===== src/rtl/flag_alu_pkg.sv =====
package flag_alu_pkg;

  typedef enum logic [3:0] {
    OP_ADD = 4'd0,
    OP_ADC = 4'd1,
    OP_SUB = 4'd2,
    OP_SBB = 4'd3,
    OP_AND = 4'd4,
    OP_OR  = 4'd5,
    OP_XOR = 4'd6,
    OP_INC = 4'd7,
    OP_DEC = 4'd8,
    OP_CMP = 4'd9
  } alu_op_e;

  localparam int FB_CARRY  = 0;
  localparam int FB_PARITY = 2;
  localparam int FB_AUX    = 4;
  localparam int FB_ZERO   = 6;
  localparam int FB_SIGN   = 7;
  localparam int FB_CTL0   = 8;
  localparam int FB_OVF    = 11;
  localparam int N_CTL     = 3;

  localparam logic [15:0] FLAG_FIXED_MASK = 16'hF02A;
  localparam logic [15:0] FLAG_FIXED_VAL  = 16'h0002;

  typedef struct packed {
    logic cf;
    logic pf;
    logic af;
    logic zf;
    logic sf;
    logic of;
  } stat_t;

endpackage


===== src/rtl/alu_core.sv =====
module alu_core
  import flag_alu_pkg::*;
#(
  parameter int DW = 16
) (
  input  logic [3:0]    op,
  input  logic          word,
  input  logic [DW-1:0] a,
  input  logic [DW-1:0] b,
  input  logic          cf_in,
  output logic [DW-1:0] res,
  output stat_t         st,
  output logic          op_ok,
  output logic          wr_res,
  output logic          keep_cf
);

  localparam int BW = DW / 2;

  logic [DW-1:0] msk, am, bm, bsel, lg, axr;
  logic [DW:0]   arith;
  logic          cin, is_sub, is_logic;
  logic          a_msb, b_msb, r_msb;

  assign msk = word ? {DW{1'b1}} : {{(DW-BW){1'b0}}, {BW{1'b1}}};
  assign am  = a & msk;
  assign bm  = b & msk;

  always_comb begin
    bsel     = bm;
    cin      = 1'b0;
    is_sub   = 1'b0;
    is_logic = 1'b0;
    lg       = '0;
    unique case (op)
      OP_ADC: cin = cf_in;
      OP_SUB, OP_CMP: is_sub = 1'b1;
      OP_SBB: begin is_sub = 1'b1; cin = cf_in; end
      OP_AND: begin is_logic = 1'b1; lg = am & bm; end
      OP_OR:  begin is_logic = 1'b1; lg = am | bm; end
      OP_XOR: begin is_logic = 1'b1; lg = am ^ bm; end
      OP_INC: bsel = {{(DW-1){1'b0}}, 1'b1};
      OP_DEC: begin bsel = {{(DW-1){1'b0}}, 1'b1}; is_sub = 1'b1; end
      default: ;
    endcase
  end

  assign arith = is_sub ? ({1'b0, am} - {1'b0, bsel} - {{DW{1'b0}}, cin})
                        : ({1'b0, am} + {1'b0, bsel} + {{DW{1'b0}}, cin});

  assign res = (is_logic ? lg : arith[DW-1:0]) & msk;
  assign axr = am ^ bsel ^ arith[DW-1:0];

  assign a_msb = word ? am[DW-1]   : am[BW-1];
  assign b_msb = word ? bsel[DW-1] : bsel[BW-1];
  assign r_msb = word ? res[DW-1]  : res[BW-1];

  always_comb begin
    st.pf = ~^res[7:0];
    st.zf = (res == '0);
    st.sf = r_msb;
    if (is_logic) begin
      st.cf = 1'b0;
      st.af = 1'b0;
      st.of = 1'b0;
    end else begin
      st.cf = word ? arith[DW] : arith[BW];
      st.af = axr[4];
      st.of = is_sub ? ((a_msb != b_msb) && (r_msb != a_msb))
                     : ((a_msb == b_msb) && (r_msb != a_msb));
    end
  end

  assign op_ok   = (op <= OP_CMP);
  assign wr_res  = (op != OP_CMP);
  assign keep_cf = (op == OP_INC) || (op == OP_DEC);

endmodule


===== src/rtl/flag_reg.sv =====
module flag_reg
  import flag_alu_pkg::*;
(
  input  logic             clk,
  input  logic             rst_n,
  input  logic             upd_stat,
  input  logic             keep_cf,
  input  stat_t            st,
  input  logic [N_CTL-1:0] ctl_set,
  input  logic [N_CTL-1:0] ctl_clr,
  output logic [15:0]      flags
);

  stat_t            stat_q, stat_n;
  logic [N_CTL-1:0] ctl_q, ctl_n;

  always_comb begin
    stat_n = stat_q;
    if (upd_stat) begin
      stat_n = st;
      if (keep_cf) stat_n.cf = stat_q.cf;
    end
  end

  for (genvar g = 0; g < N_CTL; g++) begin : g_ctl
    always_comb begin
      ctl_n[g] = ctl_q[g];
      if (ctl_set[g])      ctl_n[g] = 1'b1;
      else if (ctl_clr[g]) ctl_n[g] = 1'b0;
    end

    p_ctl_set_r10: assert property (@(posedge clk) disable iff (!rst_n)
      ctl_set[g] |=> flags[FB_CTL0+g]);
    p_ctl_clr_r10: assert property (@(posedge clk) disable iff (!rst_n)
      (ctl_clr[g] && !ctl_set[g]) |=> !flags[FB_CTL0+g]);
    p_ctl_hold_r10: assert property (@(posedge clk) disable iff (!rst_n)
      (!ctl_clr[g] && !ctl_set[g]) |=> $stable(flags[FB_CTL0+g]));
  end

  always_ff @(posedge clk or negedge rst_n) begin
    if (!rst_n) begin
      stat_q <= '0;
      ctl_q  <= '0;
    end else begin
      stat_q <= stat_n;
      ctl_q  <= ctl_n;
    end
  end

  always_comb begin
    flags            = FLAG_FIXED_VAL;
    flags[FB_CARRY]  = stat_q.cf;
    flags[FB_PARITY] = stat_q.pf;
    flags[FB_AUX]    = stat_q.af;
    flags[FB_ZERO]   = stat_q.zf;
    flags[FB_SIGN]   = stat_q.sf;
    flags[FB_OVF]    = stat_q.of;
    flags[FB_CTL0 +: N_CTL] = ctl_q;
  end

  p_fixed_bits_r12: assert property (@(posedge clk) disable iff (!rst_n)
    (flags & FLAG_FIXED_MASK) == FLAG_FIXED_VAL);
  p_keep_cf_r8: assert property (@(posedge clk) disable iff (!rst_n)
    (upd_stat && keep_cf) |=> (flags[FB_CARRY] == $past(flags[FB_CARRY])));
  p_stat_hold_r11: assert property (@(posedge clk) disable iff (!rst_n)
    !upd_stat |=> $stable({flags[FB_OVF], flags[7:0]}));

endmodule


===== src/rtl/flag_alu.sv =====
module flag_alu
  import flag_alu_pkg::*;
(
  input  logic        clk,
  input  logic        rst_n,
  input  logic        op_valid,
  input  logic [3:0]  op_code,
  input  logic        word_mode,
  input  logic [15:0] opa,
  input  logic [15:0] opb,
  input  logic [2:0]  ctl_set,
  input  logic [2:0]  ctl_clr,
  output logic [15:0] result,
  output logic [15:0] flags
);

  localparam int DW = 16;

  logic [DW-1:0] res_c, res_q, res_n;
  stat_t         st_c;
  logic          op_ok, wr_res, keep_cf, accept, res_en;

  alu_core #(.DW(DW)) u_core (
    .op      (op_code),
    .word    (word_mode),
    .a       (opa),
    .b       (opb),
    .cf_in   (flags[FB_CARRY]),
    .res     (res_c),
    .st      (st_c),
    .op_ok   (op_ok),
    .wr_res  (wr_res),
    .keep_cf (keep_cf)
  );

  assign accept = op_valid && op_ok;
  assign res_en = accept && wr_res;

  flag_reg u_flags (
    .clk      (clk),
    .rst_n    (rst_n),
    .upd_stat (accept),
    .keep_cf  (keep_cf),
    .st       (st_c),
    .ctl_set  (ctl_set),
    .ctl_clr  (ctl_clr),
    .flags    (flags)
  );

  always_comb begin
    res_n = res_q;
    if (res_en) res_n = res_c;
  end

  always_ff @(posedge clk or negedge rst_n) begin
    if (!rst_n) res_q <= '0;
    else        res_q <= res_n;
  end

  assign result = res_q;

  p_cmp_keeps_result_r9: assert property (@(posedge clk) disable iff (!rst_n)
    (op_valid && op_code == OP_CMP) |=> $stable(result));
  p_idle_keeps_result_r11: assert property (@(posedge clk) disable iff (!rst_n)
    (!op_valid || op_code > OP_CMP) |=> $stable(result));
  p_byte_upper_zero_r2: assert property (@(posedge clk) disable iff (!rst_n)
    (op_valid && !word_mode && op_code < OP_CMP) |=> (result[15:8] == 8'h00));
  p_logic_clears_r7: assert property (@(posedge clk) disable iff (!rst_n)
    (op_valid && (op_code == OP_AND || op_code == OP_OR || op_code == OP_XOR))
    |=> (!flags[FB_CARRY] && !flags[FB_OVF] && !flags[FB_AUX]));

endmodule


===== config.mk =====
export PLATFORM = sky130hd
export DESIGN_NAME = flag_alu
export DESIGN_NICKNAME = d
export VERILOG_FILES = /design/src/rtl/flag_alu_pkg.sv /design/src/rtl/alu_core.sv /design/src/rtl/flag_reg.sv /design/src/rtl/flag_alu.sv
export SDC_FILE = /design/constraint.sdc
export NUM_CORES = 1
export LEC_CHECK = 0
export CAP_MARGIN = 20
export CORE_MARGIN = 5
export CORE_UTILIZATION = 55
export DETAILED_ROUTE_END_ITERATION = 8
export PLACE_DENSITY = 0.81
export RECOVER_POWER = 50
export SETUP_SLACK_MARGIN = 0.1
export SLEW_MARGIN = 10
export SYNTH_ARGS = -nofsm -noshare
export SYNTH_HDL_FRONTEND = slang
export SYNTH_HIERARCHICAL = 1
export SYNTH_SLANG_ARGS = --single-unit

===== constraint.sdc =====
create_clock -name clk -period 4.2 [get_ports clk]
set_input_delay 0.63 -clock clk [delete_from_list [all_inputs] [get_ports clk]]
set_output_delay 0.63 -clock clk [all_outputs]
set_load 0.02 [all_outputs]

# ---- Word-level counts from Yosys, hierarchy flattened
# Index checks and enable logic that the tools add are counted.
dict set report word_totals {
  regBits 25
  inputBits 46
}
dict set report classes {
  n_addsub 4
  magnitude_cmp 1
  eq_ne 13
  mux 22
  bitwise 9
  reduce_logical 15
}
# op n
set ops {}
lappend ops {{AND 16 bit} 4}
lappend ops {{2-to-1 mux 16 bit} 3}
lappend ops {{case mux 16 bit (3 select lines)} 1}
lappend ops {{adder 16 x 16 -> 17 bit} 1}
lappend ops {{adder 17 x 1 -> 17 bit} 1}
lappend ops {{2-to-1 mux 1 bit} 17}
lappend ops {{2-to-1 mux 17 bit} 1}
lappend ops {{subtractor 16 x 16 -> 17 bit} 1}
lappend ops {{subtractor 17 x 1 -> 17 bit} 1}
lappend ops {{== test 4 x 3 -> 1 bit (second input constant)} 4}
lappend ops {{zero test 16 bit} 1}
lappend ops {{OR 16 bit} 1}
lappend ops {{XOR 16 bit} 1}
lappend ops {{XOR 5 bit} 2}
lappend ops {{== test 4 x 2 -> 1 bit (second input constant)} 2}
lappend ops {{== test 4 bit (second input constant)} 2}
lappend ops {{XNOR reduction 8 bit} 1}
lappend ops {{nonzero test 2 bit} 3}
lappend ops {{== test 4 x 1 -> 1 bit (second input constant)} 1}
lappend ops {{less-or-equal comparator 4 bit (second input constant)} 1}
lappend ops {{logical AND 1 bit} 4}
lappend ops {{inequality test 4 bit (second input constant)} 1}
lappend ops {{OR reduction 2 bit} 2}
lappend ops {{OR reduction 4 bit} 1}
lappend ops {{6 further kinds} 7}

# ---- Longest topological paths before layout
# Gate-level depths: netlist (run 1).
dict set report logic_depth {
  word_depth 13
  ltp_mapped 24
  depth_no_buf 22
}

# ---- Hierarchy
# The synthesis (run 1) kept the hierarchy.
# mod instances cells_each area_per_inst_um2 seq_area_each_um2
set by_module_without_submodules {}
lappend by_module_without_submodules {alu_core 1 518 3507.1 0.0}
lappend by_module_without_submodules {flag_alu 1 35 654.4 400.4}
lappend by_module_without_submodules {flag_reg 1 31 404.1 225.2}

# ---- Worst setup path before layout (run 1)
# OpenSTA, ideal clock, no wires.
dict set report synth_path {
  kind {in2reg}
  from {in op_code[3]}
  to {reg u_flags.stat_q (netlist bit u_flags/flags[2])}
  arrival_time_ps 4602
  required_time_ps 4072
  slack_ps -529
  path_stages 21
  path_buffers 2
  path_cell_list {clkbuf_1 nand2b_1 o22a_1 inv_1 buf_1 nor2_1 ha_1 inv_2 ha_1 a21o_1 a31o_2 a21oi_1 xnor2_1 mux2i_1 nand2_1 o31ai_1 a221o_1 ha_1 xnor2_1 xnor2_1 mux2_1}
}
# element line
set synth_rtl {}
lappend synth_rtl {{start, declared} flag_alu.sv:7} ;# input logic [3:0] op_code,
lappend synth_rtl {{end signal, assigned} flag_reg.sv:45} ;# stat_q <= stat_n;
lappend synth_rtl {{end, declared} flag_reg.sv:14} ;# stat_t stat_q, stat_n;

==> results.tsv, run 1 <==
metric	value	unit
cell with the most instances after synthesis	inv_1	
DRT iter0 DRCs	306	
Lkg Pwr	3.35	nW
critical path's top delay family	simple AND/OR/NAND/NOR gates	
root buf cell	clkbuf_8	
grt ovf	0	
top_reg_cell synth	dfrtp_1	
Most Frequent Cell on Critical Path	nand2_1	
row count	33	
flops & latches, synth	25	
post-synth design cell area	0.00457	sq mm
Skew-Pair Late Insertion Delay	0.28	ns
post-place setup slack	-0.582	ns
slew at the pin closest to its max-slew limit	1.45	ns
CP Cell Sequence	buf_2 > nor2_4 > nand2_1 > o22a_4 > nand2_4 > inv_1 > fa_2 > fa_2 > o21bai_4 > o2111ai_2 > nand2_1 > xnor2_1 > mux2i_1 > nand2_1 > o31ai_4 > a221o_1 > ha_4 > nand4_1 > nor2_2 > o211ai_1 > nor4_2 > mux2_4	
DRT Wirelength	16100	um
first-pass GRT wire length	24000	um
Final Core Density	79.7	%
Avg Vias per Cell	5.93	
Fin. Hold Viols	0	
Slew Limit Fails	0	
top-area cell type share of the netlist area	22.2	%
Placed Cells	861	
WP buf/inv	2	
slew margin rel.	3.64	%
leading area contributor after synthesis	ha_1	
final HPWL from detailed placement	12400	um
die area	0.0102	sq mm
top cells by count, synth	inv_1 (86), ha_1 (81), nor2_1 (51)	
count of different cell masters after synthesis	70	
VDD IR max	0.253	mV
Gate Count Post-Synth	584	
initial antenna violation count	0	
Tcrit/Tclk final	97.7	%
1st-pass router iterations	5	
slowest CP cell	fa_2	
Layout Nets	893	
CORE AREA	0.00813	sq mm
drt drc	0	
required time of the critical path	4.41	ns
routability cong.	1.01	
Total Routing Usage GR	29.4	%
Fin Setup TNS	0	ns
Die Span X	101	um
largest stage delay on the critical path	0.39	ns
Tot Pwr	1.81	mW
Critical Path AT	4.31	ns
crit start category	input pin	
clk sinks	25	
average size of a mapped cell	7.82	sq um
Yosys Warn Count	6	
min Tclk post-route	4.10	ns
Num CTS Buffers	3	
CTS tree	built	
Area Overhead vs Synth	42.1	%
achievable clock frequency	0.244	GHz
# diodes	0	
status	finished, final reports clean	
Non-Filler Instances	866	
fraction of layout cells with a size suffix above 1	26.5	%
pwr dens	279	mW/mm^2
antenna viol nets, final	0	
Hold-fix buffers, CTS	0	
vias in the first global route	5201	
num ports	78	
Crit Path Class	input pin to flop	
pin count of the biggest net entering global routing	38	
sequential fraction of the synthesis area	13.7	%
Die H	101	um
WHS	0.475	ns
final setup violation count	0	
Max-Cap Viols	0	
Worst setup EP type	flop	
Post-synth ARST share	100	%
IO buf count	70	
crit-path max FO	4	
Placed Area	0.00629	sq mm
setup slack after layout	0.0971	ns
RSZ-0062 raised after global routing	yes	
synth top area cells	ha_1 (22%), dfrtp_1 (14%), inv_1 (7.1%), nor2_1 (4.2%), a21oi_1 (4.2%)	
Design Area, Final	0.00649	sq mm
HP Class	flop to flop	
H-tree levels	1	
Max Root-Sink Buffers	2	
DR WL/cell	18.6	um
routed via count	5135	
Worst-path clk slew	0.08	ns
initial core utilization	56.1	%
Post-synth EDFFs	0	
Clock Skew	0.0218	ns
[state kept, by name (all words and copies together) (netlist names)]
register	count
u_flags/flags	6
result	16
u_flags/ctl_q	3
[worst paths after layout]
check                                             start  slack [ns]                            to  cells past startpoint
setup / recovery                             op_code[1]         0.1  u_flags/flags[6]$_DFFE_PN0P_                     22
hold / removal             u_flags/ctl_q[1]$_DFFE_PN0P_        0.48  u_flags/ctl_q[1]$_DFFE_PN0P_                      1
setup reg to reg           u_flags/flags[0]$_DFFE_PN0P_        0.63  u_flags/flags[6]$_DFFE_PN0P_                     20
hold reg to reg            u_flags/ctl_q[1]$_DFFE_PN0P_        0.48  u_flags/ctl_q[1]$_DFFE_PN0P_                      1
max in group asynchronous                         rst_n        2.67        result[15]$_DFFE_PN0P_                      1
min in group asynchronous                         rst_n        0.67  u_flags/ctl_q[0]$_DFFE_PN0P_                      1
[worst reg2reg max path, stage by stage (launching register included)]
cell      delay, ns
dfrtp_1        0.43
nand3_2        0.11
inv_1          0.06
fa_1           0.53
inv_1          0.06
ha_1           0.17
o21ai_1        0.18
buf_4          0.16
a211oi_2       0.06
xnor2_1        0.17
nor2_1         0.08
a21oi_2        0.16
a21oi_1        0.09
o21ai_0        0.17
buf_4          0.16
ha_2           0.16
nand4_1        0.13
nor2_2         0.16
o211ai_1       0.11
nor4_2         0.17
mux2_4         0.18
[layout by cell type, fill, tap and decap left out, drive strengths merged, types with 6 or more instances in the layout]
master,instances
buf,127
inv,87
ha,81
clkdlybuf4s50,53
nor2,51
nand2,45
a21oi,38
o21ai,28
dfrtp,25
mux2,23
xnor2,19
nor3,15
o22ai,13
dlygate4sd3,12
mux2i,12
nand2b,10
a21o,9
nand3,8
conb,7
xor2,6
clkbuf,6
[power by group]
part	switching [mW]	internal [mW]
clock	0.0851	0.0666
sequential	0.0394	0.303
combinational	0.651	0.663
[layer usage]
metal / part of all wire, % / global-route usage (%)
met2: 51 / 55.0
met4: 7.0 / 16.3
met1: 35 / 32.3
met3: 6.4 / 2.49
met5: 0 / 0
[area by class of cell]
type	count	area [sq um]
Multi-Input combinational cell	450	3730
Clock inverter	1	5.00
Clock buffer	3	41.3
Fill cell	545	1650
Timing Repair Buffer	195	1620
Tap cell	105	131
Sequential cell	25	626
Inverter	87	337
[what timing repair did]
action,4_1_cts,5_1_grt
resized for setup,19,32
endpoints found under the setup margin,9,8
setup buffers,0,1
endpoints found under the hold margin,0,0
pin swaps,6,21
[cells by family after synthesis]
| kind of cell | Yosys count | share of synthesized area [%] |
|---|---|---|
| buffers and inverters | 114 | 10.2 |
| XOR/XNOR | 25 | 4.80 |
| AO/OA/AOI/OAI | 142 | 21.5 |
| adder cells (fa/ha/maj) | 85 | 24.0 |
| AND/OR/NAND/NOR | 156 | 16.5 |
| multiplexers | 35 | 9.21 |
| flip-flops | 25 | 13.7 |
| other | 2 | 0.164 |
(Power assumes the default switching activity.)
==> run 2, diff against run 1 <==
CORE_MARGIN = default   (was 5)
==> run 2 against run 1 <==
  * First-iteration DRC count is 13% lower
  * Design area increased by 2.4%
  * Clock skew fell by 0.020 ns
  * Clock power decreased by 7%
  * Critical path type unchanged
  * Non-clock buffer count is 13 higher
  * Die area shrank 15%
  * Hold slack improved by 0.0050 ns
==> results.tsv, run 2 (synthesis results as in run 1) <==
metric	value	unit	change
1st-pass router iterations	5		unchanged
row count	32		-3.0%
die area	0.00867	sq mm	-15%
Slew Limit Fails	0		unchanged
fraction of layout cells with a size suffix above 1	28.6	%	+2.0 points
VDD IR max	0.314	mV	+24%
Crit Path Class	input pin to flop		
final setup violation count	0		unchanged
Max-Cap Viols	0		unchanged
Critical Path AT	4.31	ns	about the same
slew margin rel.	12.3	%	+8.6 points
Hold-fix buffers, CTS	0		unchanged
Worst setup EP type	flop		
Total Routing Usage GR	34.6	%	+5.2 points
grt ovf	0		unchanged
most frequent cells in the layout	buf_4 (136), inv_1 (80), ha_1 (75)		
antenna viol nets, final	0		unchanged
root buf cell	clkbuf_8		
final HPWL from detailed placement	11800	um	-4.7%
clk sinks	25		unchanged
DRT iter0 DRCs	266		-13%
Avg Vias per Cell	5.82		-1.8%
Design Area, Final	0.00664	sq mm	+2.4%
RSZ-0062 raised after global routing	yes		
routed via count	5101		-0.66%
initial antenna violation count	0		unchanged
DR WL/cell	17.7	um	-4.8%
Reg2Reg Depth	20		unchanged
Area Overhead vs Synth	45.4	%	
hold endpoint	u_flags/ctl_q[0]$_DFFE_PN0P_		
WHS	0.480	ns	+0.00496 ns
min Tclk post-route	4.09	ns	-0.00939 ns
Final Core Density	84.2	%	+4.4 points
hold path depth	1		unchanged
required time of the critical path	4.41	ns	about the same
FILL cells	481		-12%
achievable clock frequency	0.244	GHz	+0.23%
Worst-path clk slew	0.09	ns	about the same
reg2reg start	u_flags/flags[0]$_DFFE_PN0P_		
num ports	78		unchanged
RR Endpoint	u_flags/flags[6]$_DFFE_PN0P_		
CTS tree	built		
Lkg Pwr	3.44	nW	+2.7%
first-pass GRT wire length	23900	um	-0.40%
Max Root-Sink Buffers	2		unchanged
Die Span X	93.1	um	-7.9%
slew at the pin closest to its max-slew limit	1.32	ns	-0.130 ns
# diodes	0		unchanged
status	finished, final reports clean		
vias in the first global route	5265		+1.2%
DRT Wirelength	15500	um	-3.7%
crit-path max FO	8		+4
IO buf count	70		unchanged
max FFs per register	16		unchanged
drt drc	0		unchanged
Tcrit/Tclk final	97.5	%	-0.22 points
Clock Skew	0.00181	ns	-0.0200 ns
hold_sp	u_flags/ctl_q[0]$_DFFE_PN0P_		
routability cong.	0.982		-2.8%
Reg2Reg Setup Slack	0.41	ns	-0.22 ns
Placed Area	0.00630	sq mm	+0.26%
initial core utilization	57.9	%	+1.8 points
Fin. Hold Viols	0		unchanged
Layout Nets	906		+1.5%
CORE AREA	0.00789	sq mm	-3.0%
Num CTS Buffers	3		unchanged
Die H	93.1	um	-7.9%
HP Class	flop to flop		
Skew-Pair Late Insertion Delay	0.27	ns	about the same
H-tree levels	1		unchanged
most common cell after layout, fill and taps aside	buf_4		
crit start category	input pin		
pin count of the biggest net entering global routing	26		-32%
pwr dens	274	mW/mm^2	-1.9%
-- run 2: how the worst max path moves through the flow --
| stage | to | from | cells past startpoint |
|---|---|---|---|
| after global placement | u_flags/flags[6]$_DFFE_PN0P_ | op_code[2] | 19 |
| after CTS | u_flags/flags[6]$_DFFE_PN0P_ | op_code[3] | 20 |
| after global routing | u_flags/flags[6]$_DFFE_PN0P_ | op_code[2] | 24 |
| after floorplan | u_flags/flags[2]$_DFFE_PN0P_ | op_code[3] | 21 |
| final | u_flags/flags[6]$_DFFE_PN0P_ | op_code[2] | 24 |
| after detailed placement | u_flags/flags[6]$_DFFE_PN0P_ | op_code[2] | 19 |
-- run 2: per-stage QoR --
step | setup WS, ns | std cells | TNS, ns | power, mW
2_1_floorplan | 0.112 | 589 | 0 | 1.04
3_3_place_gp | -0.511 | 859 | -2.64 | 1.53
3_5_place_dp | -0.579 | 859 | -3.78 | 1.57
4_1_cts | 0.100 | 870 | 0 | 1.77
5_1_grt | -0.0308 | 876 | -0.0308 | 1.92
6_report | 0.106 | 876 | 0 | 1.82
-- run 2: power by group --
group / internal [mW] / total [mW] / leakage, nW / switching, mW
clock: 0.0664 / 0.142 / 0.0255 / 0.0754
sequential: 0.304 / 0.340 / 0.306 / 0.0366
combinational: 0.683 / 1.34 / 3.11 / 0.652
-- run 2: worst max-delay path, stage by stage --
cell and delay, ns:
buf_6 0.11, nor2_4 0.10, nand2_1 0.06, o22a_1 0.23, buf_6 0.15, clkinv_8 0.07
nor2_4 0.05, ha_4 0.28, inv_4 0.04, ha_4 0.21, a21o_1 0.19, a31o_4 0.21
a21oi_2 0.13, xnor2_1 0.09, mux2i_1 0.26, nand2_1 0.17, o31ai_4 0.10, a221o_1 0.23
ha_4 0.14, nand4_1 0.15, nor2_2 0.15, o211ai_1 0.12, nor4_2 0.25, mux2_4 0.19
-- run 2: final cells by class --
cell class / instances / area [sq um] / area share, %
Sequential cell: 25 / 626 / 9.42
Timing Repair Buffer: 208 / 1750 / 26.4
Clock buffer: 3 / 41.3 / 0.622
Multi-Input combinational cell: 450 / 3750 / 56.5
Inverter: 87 / 342 / 5.14
Tap cell: 102 / 128 / 1.92
Clock inverter: 1 / 5.00 / 0.0754
-- run 2: per-layer routing --
metal / vias up / GRT usage (%) / wire [um]
li1: 2397 / - / -
met1: 2391 / 39.4 / 6080
met2: 246 / 64.3 / 7820
met3: 67 / 2.44 / 782
met4: 0 / 18.2 / 822
met5: - / 0 / 0
-- run 2: repair_timing --
action / 4_1_cts / 5_1_grt
pin swaps: 19 / 21
buffers inserted: 7 / 6
gates resized for setup: 33 / 37
setup endpoints to repair: 9 / 6
